`src/rtl/fan_pwm_pkg.sv`:
```
package fan_pwm_pkg;
  localparam int REG_W = 8;
  localparam int DRV_W = 6;
  localparam int FRQ_W = 5;
  localparam int DIV_W = 8;
  localparam int CFG_W = 3;

  localparam logic [REG_W-1:0] ADDR_CFG   = 8'h4A;
  localparam logic [REG_W-1:0] ADDR_DRIVE = 8'h4C;
  localparam logic [REG_W-1:0] ADDR_FREQ  = 8'h4D;
  localparam logic [REG_W-1:0] ADDR_DIV   = 8'h4E;

  localparam logic [FRQ_W-1:0] FRQ_RST = 5'h17;
  localparam logic [DIV_W-1:0] DIV_RST = 8'h01;

  typedef struct packed {
    logic clk_sel;
    logic override;
    logic invert;
  } cfg_t;
endpackage

```
`src/rtl/fan_pwm_regs.sv`:
```
module fan_pwm_regs
  import fan_pwm_pkg::*;
(
  input  logic             clk,
  input  logic             rst_n,
  input  logic [REG_W-1:0] addr,
  input  logic [REG_W-1:0] wdata,
  input  logic             we,
  output logic [REG_W-1:0] rdata,
  output logic [DRV_W-1:0] drive,
  output logic [FRQ_W-1:0] freq,
  output logic [DIV_W-1:0] divv,
  output cfg_t             cfg
);
  logic [DRV_W-1:0] drive_d;
  logic [FRQ_W-1:0] freq_d;
  logic [DIV_W-1:0] div_d;
  cfg_t             cfg_d;

  always_comb begin
    drive_d = drive;
    freq_d  = freq;
    div_d   = divv;
    cfg_d   = cfg;
    if (we) begin
      case (addr)
        ADDR_CFG:   cfg_d   = cfg_t'(wdata[CFG_W-1:0]);
        ADDR_DRIVE: drive_d = wdata[DRV_W-1:0];
        ADDR_FREQ:  freq_d  = wdata[FRQ_W-1:0];
        ADDR_DIV:   div_d   = wdata[DIV_W-1:0];
        default:    ;
      endcase
    end
  end

  always_ff @(posedge clk or negedge rst_n) begin
    if (!rst_n) begin
      drive <= '0;
      freq  <= FRQ_RST;
      divv  <= DIV_RST;
      cfg   <= '0;
    end else begin
      drive <= drive_d;
      freq  <= freq_d;
      divv  <= div_d;
      cfg   <= cfg_d;
    end
  end

  always_comb begin
    case (addr)
      ADDR_CFG:   rdata = REG_W'(cfg);
      ADDR_DRIVE: rdata = REG_W'(drive);
      ADDR_FREQ:  rdata = REG_W'(freq);
      ADDR_DIV:   rdata = REG_W'(divv);
      default:    rdata = '0;
    endcase
  end


  div_wr_chk: assert property (@(posedge clk) disable iff (!rst_n)
    (we && addr == ADDR_DIV) |=> (divv == $past(wdata[DIV_W-1:0])));
endmodule

```
`src/rtl/fan_pwm_prescale.sv`:
```
module fan_pwm_prescale #(
  parameter int DIV_W    = 8,
  parameter int DEF_DIV0 = 4,
  parameter int DEF_DIV1 = 8
) (
  input  logic             clk,
  input  logic             rst_n,
  input  logic             load,
  input  logic             override,
  input  logic             clk_sel,
  input  logic [DIV_W-1:0] div_val,
  output logic             tick
);
  localparam logic [DIV_W-1:0] DEF0 = DIV_W'(DEF_DIV0);
  localparam logic [DIV_W-1:0] DEF1 = DIV_W'(DEF_DIV1);
  localparam logic [DIV_W-1:0] ONE  = DIV_W'(1);

  logic [DIV_W-1:0] cnt, cnt_d;
  logic [DIV_W-1:0] eff_sh, eff_d, eff_new;

  always_comb begin
    if (override) eff_new = (div_val == '0) ? ONE : div_val;
    else          eff_new = clk_sel ? DEF1 : DEF0;
  end

  assign tick = (cnt >= eff_sh - ONE);

  always_comb begin
    cnt_d = tick ? '0 : cnt + ONE;
    eff_d = load ? eff_new : eff_sh;
  end

  always_ff @(posedge clk or negedge rst_n) begin
    if (!rst_n) begin
      cnt    <= '0;
      eff_sh <= DEF0;
    end else begin
      cnt    <= cnt_d;
      eff_sh <= eff_d;
    end
  end


  presc_range_chk: assert property (@(posedge clk) disable iff (!rst_n)
    (cnt < eff_sh) && (eff_sh != '0));
endmodule

```
`src/rtl/fan_pwm_core.sv`:
```
module fan_pwm_core #(
  parameter int                DRV_W   = 6,
  parameter int                FRQ_W   = 5,
  parameter logic [FRQ_W-1:0]  FRQ_RST = 5'h17
) (
  input  logic             clk,
  input  logic             rst_n,
  input  logic             tick,
  input  logic [DRV_W-1:0] drive,
  input  logic [FRQ_W-1:0] freq,
  input  logic             invert,
  output logic             wrap,
  output logic             fan_out
);
  localparam int CNT_W  = FRQ_W + 1;
  localparam int PROD_W = DRV_W + CNT_W;
  localparam logic [PROD_W-1:0] DRV_MAX = PROD_W'((1 << DRV_W) - 1);

  logic [CNT_W-1:0]  pcnt, pcnt_d;
  logic [FRQ_W-1:0]  f_sh, f_d;
  logic [CNT_W-1:0]  cmp_sh, cmp_d;
  logic [CNT_W-1:0]  term_sh, steps_new;
  logic [PROD_W-1:0] prod, cmp_full;
  logic              raw, out_d;

  assign term_sh   = {f_sh, 1'b0};
  assign steps_new = {freq, 1'b1};
  assign prod      = PROD_W'(drive) * PROD_W'(steps_new);
  assign cmp_full  = prod / DRV_MAX;
  assign wrap      = tick && (pcnt >= term_sh);
  assign raw       = (f_sh != '0) && (pcnt < cmp_sh);

  always_comb begin
    pcnt_d = pcnt;
    f_d    = f_sh;
    cmp_d  = cmp_sh;
    if (wrap) begin
      pcnt_d = '0;
      f_d    = freq;
      cmp_d  = cmp_full[CNT_W-1:0];
    end else if (tick) begin
      pcnt_d = pcnt + CNT_W'(1);
    end
    out_d = raw ^ invert;
  end

  always_ff @(posedge clk or negedge rst_n) begin
    if (!rst_n) begin
      pcnt    <= '0;
      f_sh    <= FRQ_RST;
      cmp_sh  <= '0;
      fan_out <= 1'b0;
    end else begin
      pcnt    <= pcnt_d;
      f_sh    <= f_d;
      cmp_sh  <= cmp_d;
      fan_out <= out_d;
    end
  end


  pcnt_range_chk: assert property (@(posedge clk) disable iff (!rst_n)
    pcnt <= term_sh);


  shadow_hold_chk: assert property (@(posedge clk) disable iff (!rst_n)
    !wrap |=> ($stable(f_sh) && $stable(cmp_sh)));


  idle_level_chk: assert property (@(posedge clk) disable iff (!rst_n)
    (f_sh == '0 && $stable(f_sh)) |=> (fan_out == $past(invert)));
endmodule

```
`src/rtl/fan_pwm_gen.sv`:
```
module fan_pwm_gen
  import fan_pwm_pkg::*;
#(
  parameter int DEF_DIV0 = 4,
  parameter int DEF_DIV1 = 8
) (
  input  logic             clk,
  input  logic             rst_n,
  input  logic [REG_W-1:0] reg_addr,
  input  logic [REG_W-1:0] reg_wdata,
  input  logic             reg_we,
  output logic [REG_W-1:0] reg_rdata,
  output logic             fan_out
);
  logic [1:0]       rst_sync;
  logic             rst_n_s;
  logic [DRV_W-1:0] drive;
  logic [FRQ_W-1:0] freq;
  logic [DIV_W-1:0] divv;
  cfg_t             cfg;
  logic             tick, wrap;

  always_ff @(posedge clk or negedge rst_n) begin
    if (!rst_n) rst_sync <= 2'b00;
    else        rst_sync <= {rst_sync[0], 1'b1};
  end
  assign rst_n_s = rst_sync[1];

  fan_pwm_regs i_regs (
    .clk   (clk),
    .rst_n (rst_n_s),
    .addr  (reg_addr),
    .wdata (reg_wdata),
    .we    (reg_we),
    .rdata (reg_rdata),
    .drive (drive),
    .freq  (freq),
    .divv  (divv),
    .cfg   (cfg)
  );

  fan_pwm_prescale #(
    .DIV_W    (DIV_W),
    .DEF_DIV0 (DEF_DIV0),
    .DEF_DIV1 (DEF_DIV1)
  ) i_presc (
    .clk      (clk),
    .rst_n    (rst_n_s),
    .load     (wrap),
    .override (cfg.override),
    .clk_sel  (cfg.clk_sel),
    .div_val  (divv),
    .tick     (tick)
  );

  fan_pwm_core #(
    .DRV_W   (DRV_W),
    .FRQ_W   (FRQ_W),
    .FRQ_RST (FRQ_RST)
  ) i_core (
    .clk     (clk),
    .rst_n   (rst_n_s),
    .tick    (tick),
    .drive   (drive),
    .freq    (freq),
    .invert  (cfg.invert),
    .wrap    (wrap),
    .fan_out (fan_out)
  );
endmodule

```
`config.mk`:
```
export PLATFORM = sky130hd
export DESIGN_NAME = fan_pwm_gen
export DESIGN_NICKNAME = d
export VERILOG_FILES = /design/src/rtl/fan_pwm_pkg.sv /design/src/rtl/fan_pwm_regs.sv /design/src/rtl/fan_pwm_prescale.sv /design/src/rtl/fan_pwm_core.sv /design/src/rtl/fan_pwm_gen.sv
export SDC_FILE = /design/constraint.sdc
export NUM_CORES = 1
export LEC_CHECK = 0
export BUFFER_PORTS_ARGS = -buffer_cell sky130_fd_sc_hd__buf_2
export CAP_MARGIN = 20
export CORE_MARGIN = 2
export CORE_UTILIZATION = 35
export DETAILED_ROUTE_END_ITERATION = 16
export GPL_ROUTABILITY_DRIVEN = 0
export SETUP_SLACK_MARGIN = 0.1
export SYNTH_ARGS = -nofsm -noshare
export SYNTH_HDL_FRONTEND = slang
export SYNTH_SLANG_ARGS = --single-unit
```
`constraint.sdc`:
```
create_clock -name clk -period 1.65 [get_ports clk]
set_input_delay 0.33 -clock clk [delete_from_list [all_inputs] [get_ports clk]]
set_output_delay 0.33 -clock clk [all_outputs]
set_load 0.005 [all_outputs]
```
==> key figures <==
Outcome
  • Status: finished with violations
  • Violations in the final reports: negative setup slack

STA
  • Final Hold Vio Count: 0
  • Count of pins over their slew limit: 0
  • Least setup slack across all paths after layout: -4775 ps
  • Final critical-path required period: roughly 6400 ps
  • Relative slew slack: between 50% and 60%
  • Slew of the pin with the lowest slew margin: between 700 and 800 ps
  • Unrepaired setup endpoints after global routing: yes
  • Final critical-path share of the clock period: 389.4%
  • Final worst clock skew: between 3 and 4 ps
  • Peak clock frequency supported by timing: ~160 MHz
  • Final setup violation count: 39

Clocking
  • Number of buffers created by CTS: 9
  • CTS tree: done
  • Buffer type at the clock tree root: sky130_fd_sc_hd__clkbuf_16
  • Clock net sink count: 58
  • Depth of the CTS H-tree: 3
  • Clock network latency to the later pin of the worst-skew pair: 330 ps
  • Reg clk slew, reported paths: 50 ps
  • Longest Clk Path Bufs: 2

Logic synthesis
  • Mean area per synthesized cell: roughly 8.7 sq um
  • Largest area contributor in the synthesized netlist: sky130_fd_sc_hd__dfrtp_1
  • Main synth FF type: sky130_fd_sc_hd__dfrtp_1
  • Mux share of post-synthesis cell area: between 5 and 6%
  • Fraction of synthesized cell area taken by the top area cell type: between 20 and 25%
  • Net Count, Synth: 690
  • Dominant cells by area after synthesis: sky130_fd_sc_hd__dfrtp_1 (22%), sky130_fd_sc_hd__ha_1 (9.8%), sky130_fd_sc_hd__fa_1 (6.4%)
  • Share of the synthesized netlist area taken by xor and xnor gates: about 4.7%
  • Post-synthesis sequential area ratio: a little over a quarter
  • Synthesized netlist cell count: approximately 610
  • Adder-cell share of the synthesized area: 16.21%
  • Synth Area in Simple Gates: between 10% and 20%
  • Asr flop ratio synth: 100.0%
  • Post-synth EDFFs: 0
  • Number of distinct library cell variants in the gate-level netlist after synthesis: 74
  • Compound-Gate Fraction of Synth Area: a little over a fifth
  • Main combinational cell family by area after synthesis: compound AO/OA/AOI/OAI gates
  • Flip-flop and latch count after synthesis: 58
  • Number of warning messages in the yosys log: 0
  • Post-Syn Area: 0.005343 sq mm

Route
  • Vias/cell: ~5.3
  • Final routed wirelength across all metal layers: around 17 mm
  • Number of DRC markers after the initial detailed-route iteration: 268
  • Number of design rule violations left after detail routing: 0
  • Detail Route Antenna Nets: 0
  • Drt wl/cell: about 16 um
  • Total via count in the routed design: ~5,500
  • Number of detailed-route iterations in the first pass: 4

Flow run
  • Max-capacitance violation count: 0

Power and ir drop
  • Gate power share: approximately 48%
  • Clock share of power: 28.5%
  • Internal Power: 0.004086 W
  • Maximum vdd drop: between 0.0005 and 0.0006 V
  • Power density over cell area: between 700 and 800 mW/mm^2
  • Total net switching power: 0.002198 W
  • Switching share of total power: around a third
  • Pleak: between 3 and 4 nW
  • Sequential Power Share: between 20% and 30%

Critical path
  • CP max-delay cell: sky130_fd_sc_hd__dfstp_2
  • Worst Path Class, Setup: reg2reg
  • Critical Path End Type: register
  • Worst r2r dst: i_core.cmp_sh[0]$_DFFE_PN0P_
  • Cell depth of the worst flop-to-flop path: 25
  • Worst path required time: 1920 ps
  • Start of the worst register-to-register path: i_regs.freq[2]$_DFFE_PN1P_
  • Worst stage delay on the critical path: approximately 630 ps
  • Maximum fanout count along the critical path: 6
  • Data arrival time of the critical path: ~6700 ps
  • Reg-to-reg setup timing slack: -4770 ps
  • Category of the worst setup path launch point: register

Die
  • Starting utilization of the core area: between 30% and 40%
  • Number of placed I/O pins: 28
  • Standard cell core area: between 0.015 and 0.02 sq mm
  • Die Footprint: between 0.015 and 0.02 sq mm
  • Die outline height: approximately 130 um
  • Placement row count: 45
  • Horiz. Die Dim: 127.6 um

Global routing
  • Peak-usage layer in the global routing report: met2
  • Routing usage on met1: about 25%
  • First-pass GRT wire length: between 20 and 30 mm
  • Maximum number of pins on one net before global-route repair: 57
  • Met2 global-route usage: between 30% and 40%
  • Antenna violations before repair: 0
  • All-Layer GR Usage: between 20% and 30%
  • Met3 layer usage reported by global route: approximately 3.9%
  • Number of global-route vias before repair: ~5,600
  • Residual overflow from global routing: 0

Cells and area
  • Final non-filler cell area: 0.008346 sq mm
  • Post-route insts no fill: between 1,000 and 1,500
  • Sequential cell area: 0.001468 sq mm
  • Commonest non-fill, non-tap cell in the layout: sky130_fd_sc_hd__buf_4
  • Nets: around 900
  • Fill count: around 1,200
  • Antenna diode count: 0
  • Footprint of the multi-input gates: around 0.0043 sq mm
  • Post-synthesis to final-layout area growth: 56.21%
  • Layout cells sized above 1: 49.17%
  • Highest-count cells in the layout ignoring fill and taps: sky130_fd_sc_hd__buf_4 (173), sky130_fd_sc_hd__dfrtp_1 (45), sky130_fd_sc_hd__nand2_1 (41)

Placed design
  • Number of port buffers: 27
  • Inst Count DP: 974
  • HPWL after DPL: between 10 and 15 mm
  • Dpl cell area: about 0.0072 sq mm

Worst hold path
  • Hold WC Path Type: in2reg
  • Cell depth of the worst hold path: 3
  • Hold Crit Start: reg_wdata[5]
  • Endpoint of the worst hold path: i_regs.drive[5]$_DFFE_PN0P_
==> how the worst max path moves through the flow <==
| stage | from | end | slack (ps) | cells past startpoint |
|---|---|---|---|---|
| 3_5_place_dp | i_regs.freq[2]$_DFFE_PN1P_ | i_core.cmp_sh[0]$_DFFE_PN0P_ | -5020 | 24 |
| 4_1_cts | i_regs.freq[2]$_DFFE_PN1P_ | i_core.cmp_sh[0]$_DFFE_PN0P_ | -4700 | 26 |
| 6_report | i_regs.freq[2]$_DFFE_PN1P_ | i_core.cmp_sh[0]$_DFFE_PN0P_ | -4770 | 25 |
| 2_1_floorplan | i_regs.freq[2]$_DFFE_PN1P_ | i_core.cmp_sh[0]$_DFFE_PN0P_ | -4770 | 25 |
| 5_1_grt | i_regs.freq[4]$_DFFE_PN1P_ | i_core.cmp_sh[0]$_DFFE_PN0P_ | -5040 | 24 |
| 3_3_place_gp | i_regs.freq[2]$_DFFE_PN1P_ | i_core.cmp_sh[0]$_DFFE_PN0P_ | -4750 | 24 |
==> through the flow <==
step                utilization [%]  worst slack (ps)  TNS [ps]  hold slack (ps)  power, W
floorplan                         -             -4767    -37130            34.41  0.003034
global placement              47.59             -4748    -42570            114.7  0.004041
detailed placement            47.59             -5018    -45790            119.4  0.004104
CTS                           53.95             -4699    -46620            221.4  0.006148
global route                  55.51             -5040    -54150            229.0  0.006587
finish                        55.51             -4775    -49770            234.2  0.006284
==> per-layer routing <==
metal	routed length [um]	vias up
met5	0	-
met4	234	0
met3	557	22
met2	8606	128
met1	7193	2698
li1	-	2646
==> worst max-delay path, delay by kind of cell, from the launching register on <==
| family | cells | cell delay [ps] |
|---|---|---|
| compound gates | 12 | 2370 |
| fa+ha+maj | 4 | 1760 |
| simple gates | 3 | 820 |
| flops | 1 | 630 |
| buf+inv | 5 | 620 |
| xor+xnor | 1 | 170 |
==> layout make-up <==
| type | count | area share [%] |
|---|---|---|
| flip-flops and latches | 58 | 17.59 |
| repair buffers | 236 | 23.03 |
| well taps | 188 | 2.819 |
| inverters | 44 | 1.979 |
| clock buffers | 14 | 3.283 |
| clock inverters | 2 | 0.1199 |
| multi-input cells | 486 | 51.18 |
==> state kept, by name, indices dropped and copies added, names as in the netlist <==
| register | cells |
|---|---|
| i_core.pcnt | 6 |
| rst_sync | 2 |
| i_presc.eff_sh | 8 |
| i_core.cmp_sh | 6 |
| i_regs.divv | 8 |
| i_regs.freq | 5 |
| i_regs.cfg | 3 |
| i_core.fan_out | 1 |
| i_presc.cnt | 8 |
| i_core.f_sh | 5 |
| i_regs.drive | 6 |
==> cells in the mapped netlist (8+ instances only) <==
library cell / instances
sky130_fd_sc_hd__a21o_1: 9
sky130_fd_sc_hd__a21oi_1: 27
sky130_fd_sc_hd__a31oi_1: 8
sky130_fd_sc_hd__and2_1: 22
sky130_fd_sc_hd__clkbuf_1: 16
sky130_fd_sc_hd__dfrtp_1: 48
sky130_fd_sc_hd__dfstp_2: 10
sky130_fd_sc_hd__fa_1: 17
sky130_fd_sc_hd__ha_1: 42
sky130_fd_sc_hd__inv_1: 44
sky130_fd_sc_hd__mux2_2: 18
sky130_fd_sc_hd__mux2i_1: 10
sky130_fd_sc_hd__nand2_1: 61
sky130_fd_sc_hd__nand2b_1: 9
sky130_fd_sc_hd__nand3_1: 29
sky130_fd_sc_hd__nor2_1: 40
sky130_fd_sc_hd__nor3_1: 9
sky130_fd_sc_hd__o211ai_1: 11
sky130_fd_sc_hd__o21ai_0: 40
sky130_fd_sc_hd__xnor2_1: 14
sky130_fd_sc_hd__xor2_1: 13
==> cells by family after synthesis <==
kind of cell,count (synthesis)
DFF,58
other,1
muxes,28
adders and majority gates,59
buffers and inverters,68
and+or+nand+nor,209
AOI/OAI and AO/OA,161
xor gates and xnor gates,28
==> power groups by stage <==
stage	combinational (W)	sequential, W	clock, W
final	0.00298	0.00151	0.00179
after global routing	0.00319	0.00152	0.00188
after CTS	0.00284	0.00151	0.00179
after detailed placement	0.00258	0.00153	0
after global placement	0.00251	0.00153	0
after floorplan	0.00150	0.00153	0
==> what timing repair did <==
item,in CTS,in global routing
resized for setup,96,59
setup buffers,30,9
gates cloned,4,1
setup endpoints to repair,42,42
hold endpoints to repair,2,0
pin swaps,71,34
hold buffers,1,0
No activity file was read; power rests on OpenSTA's default activity.
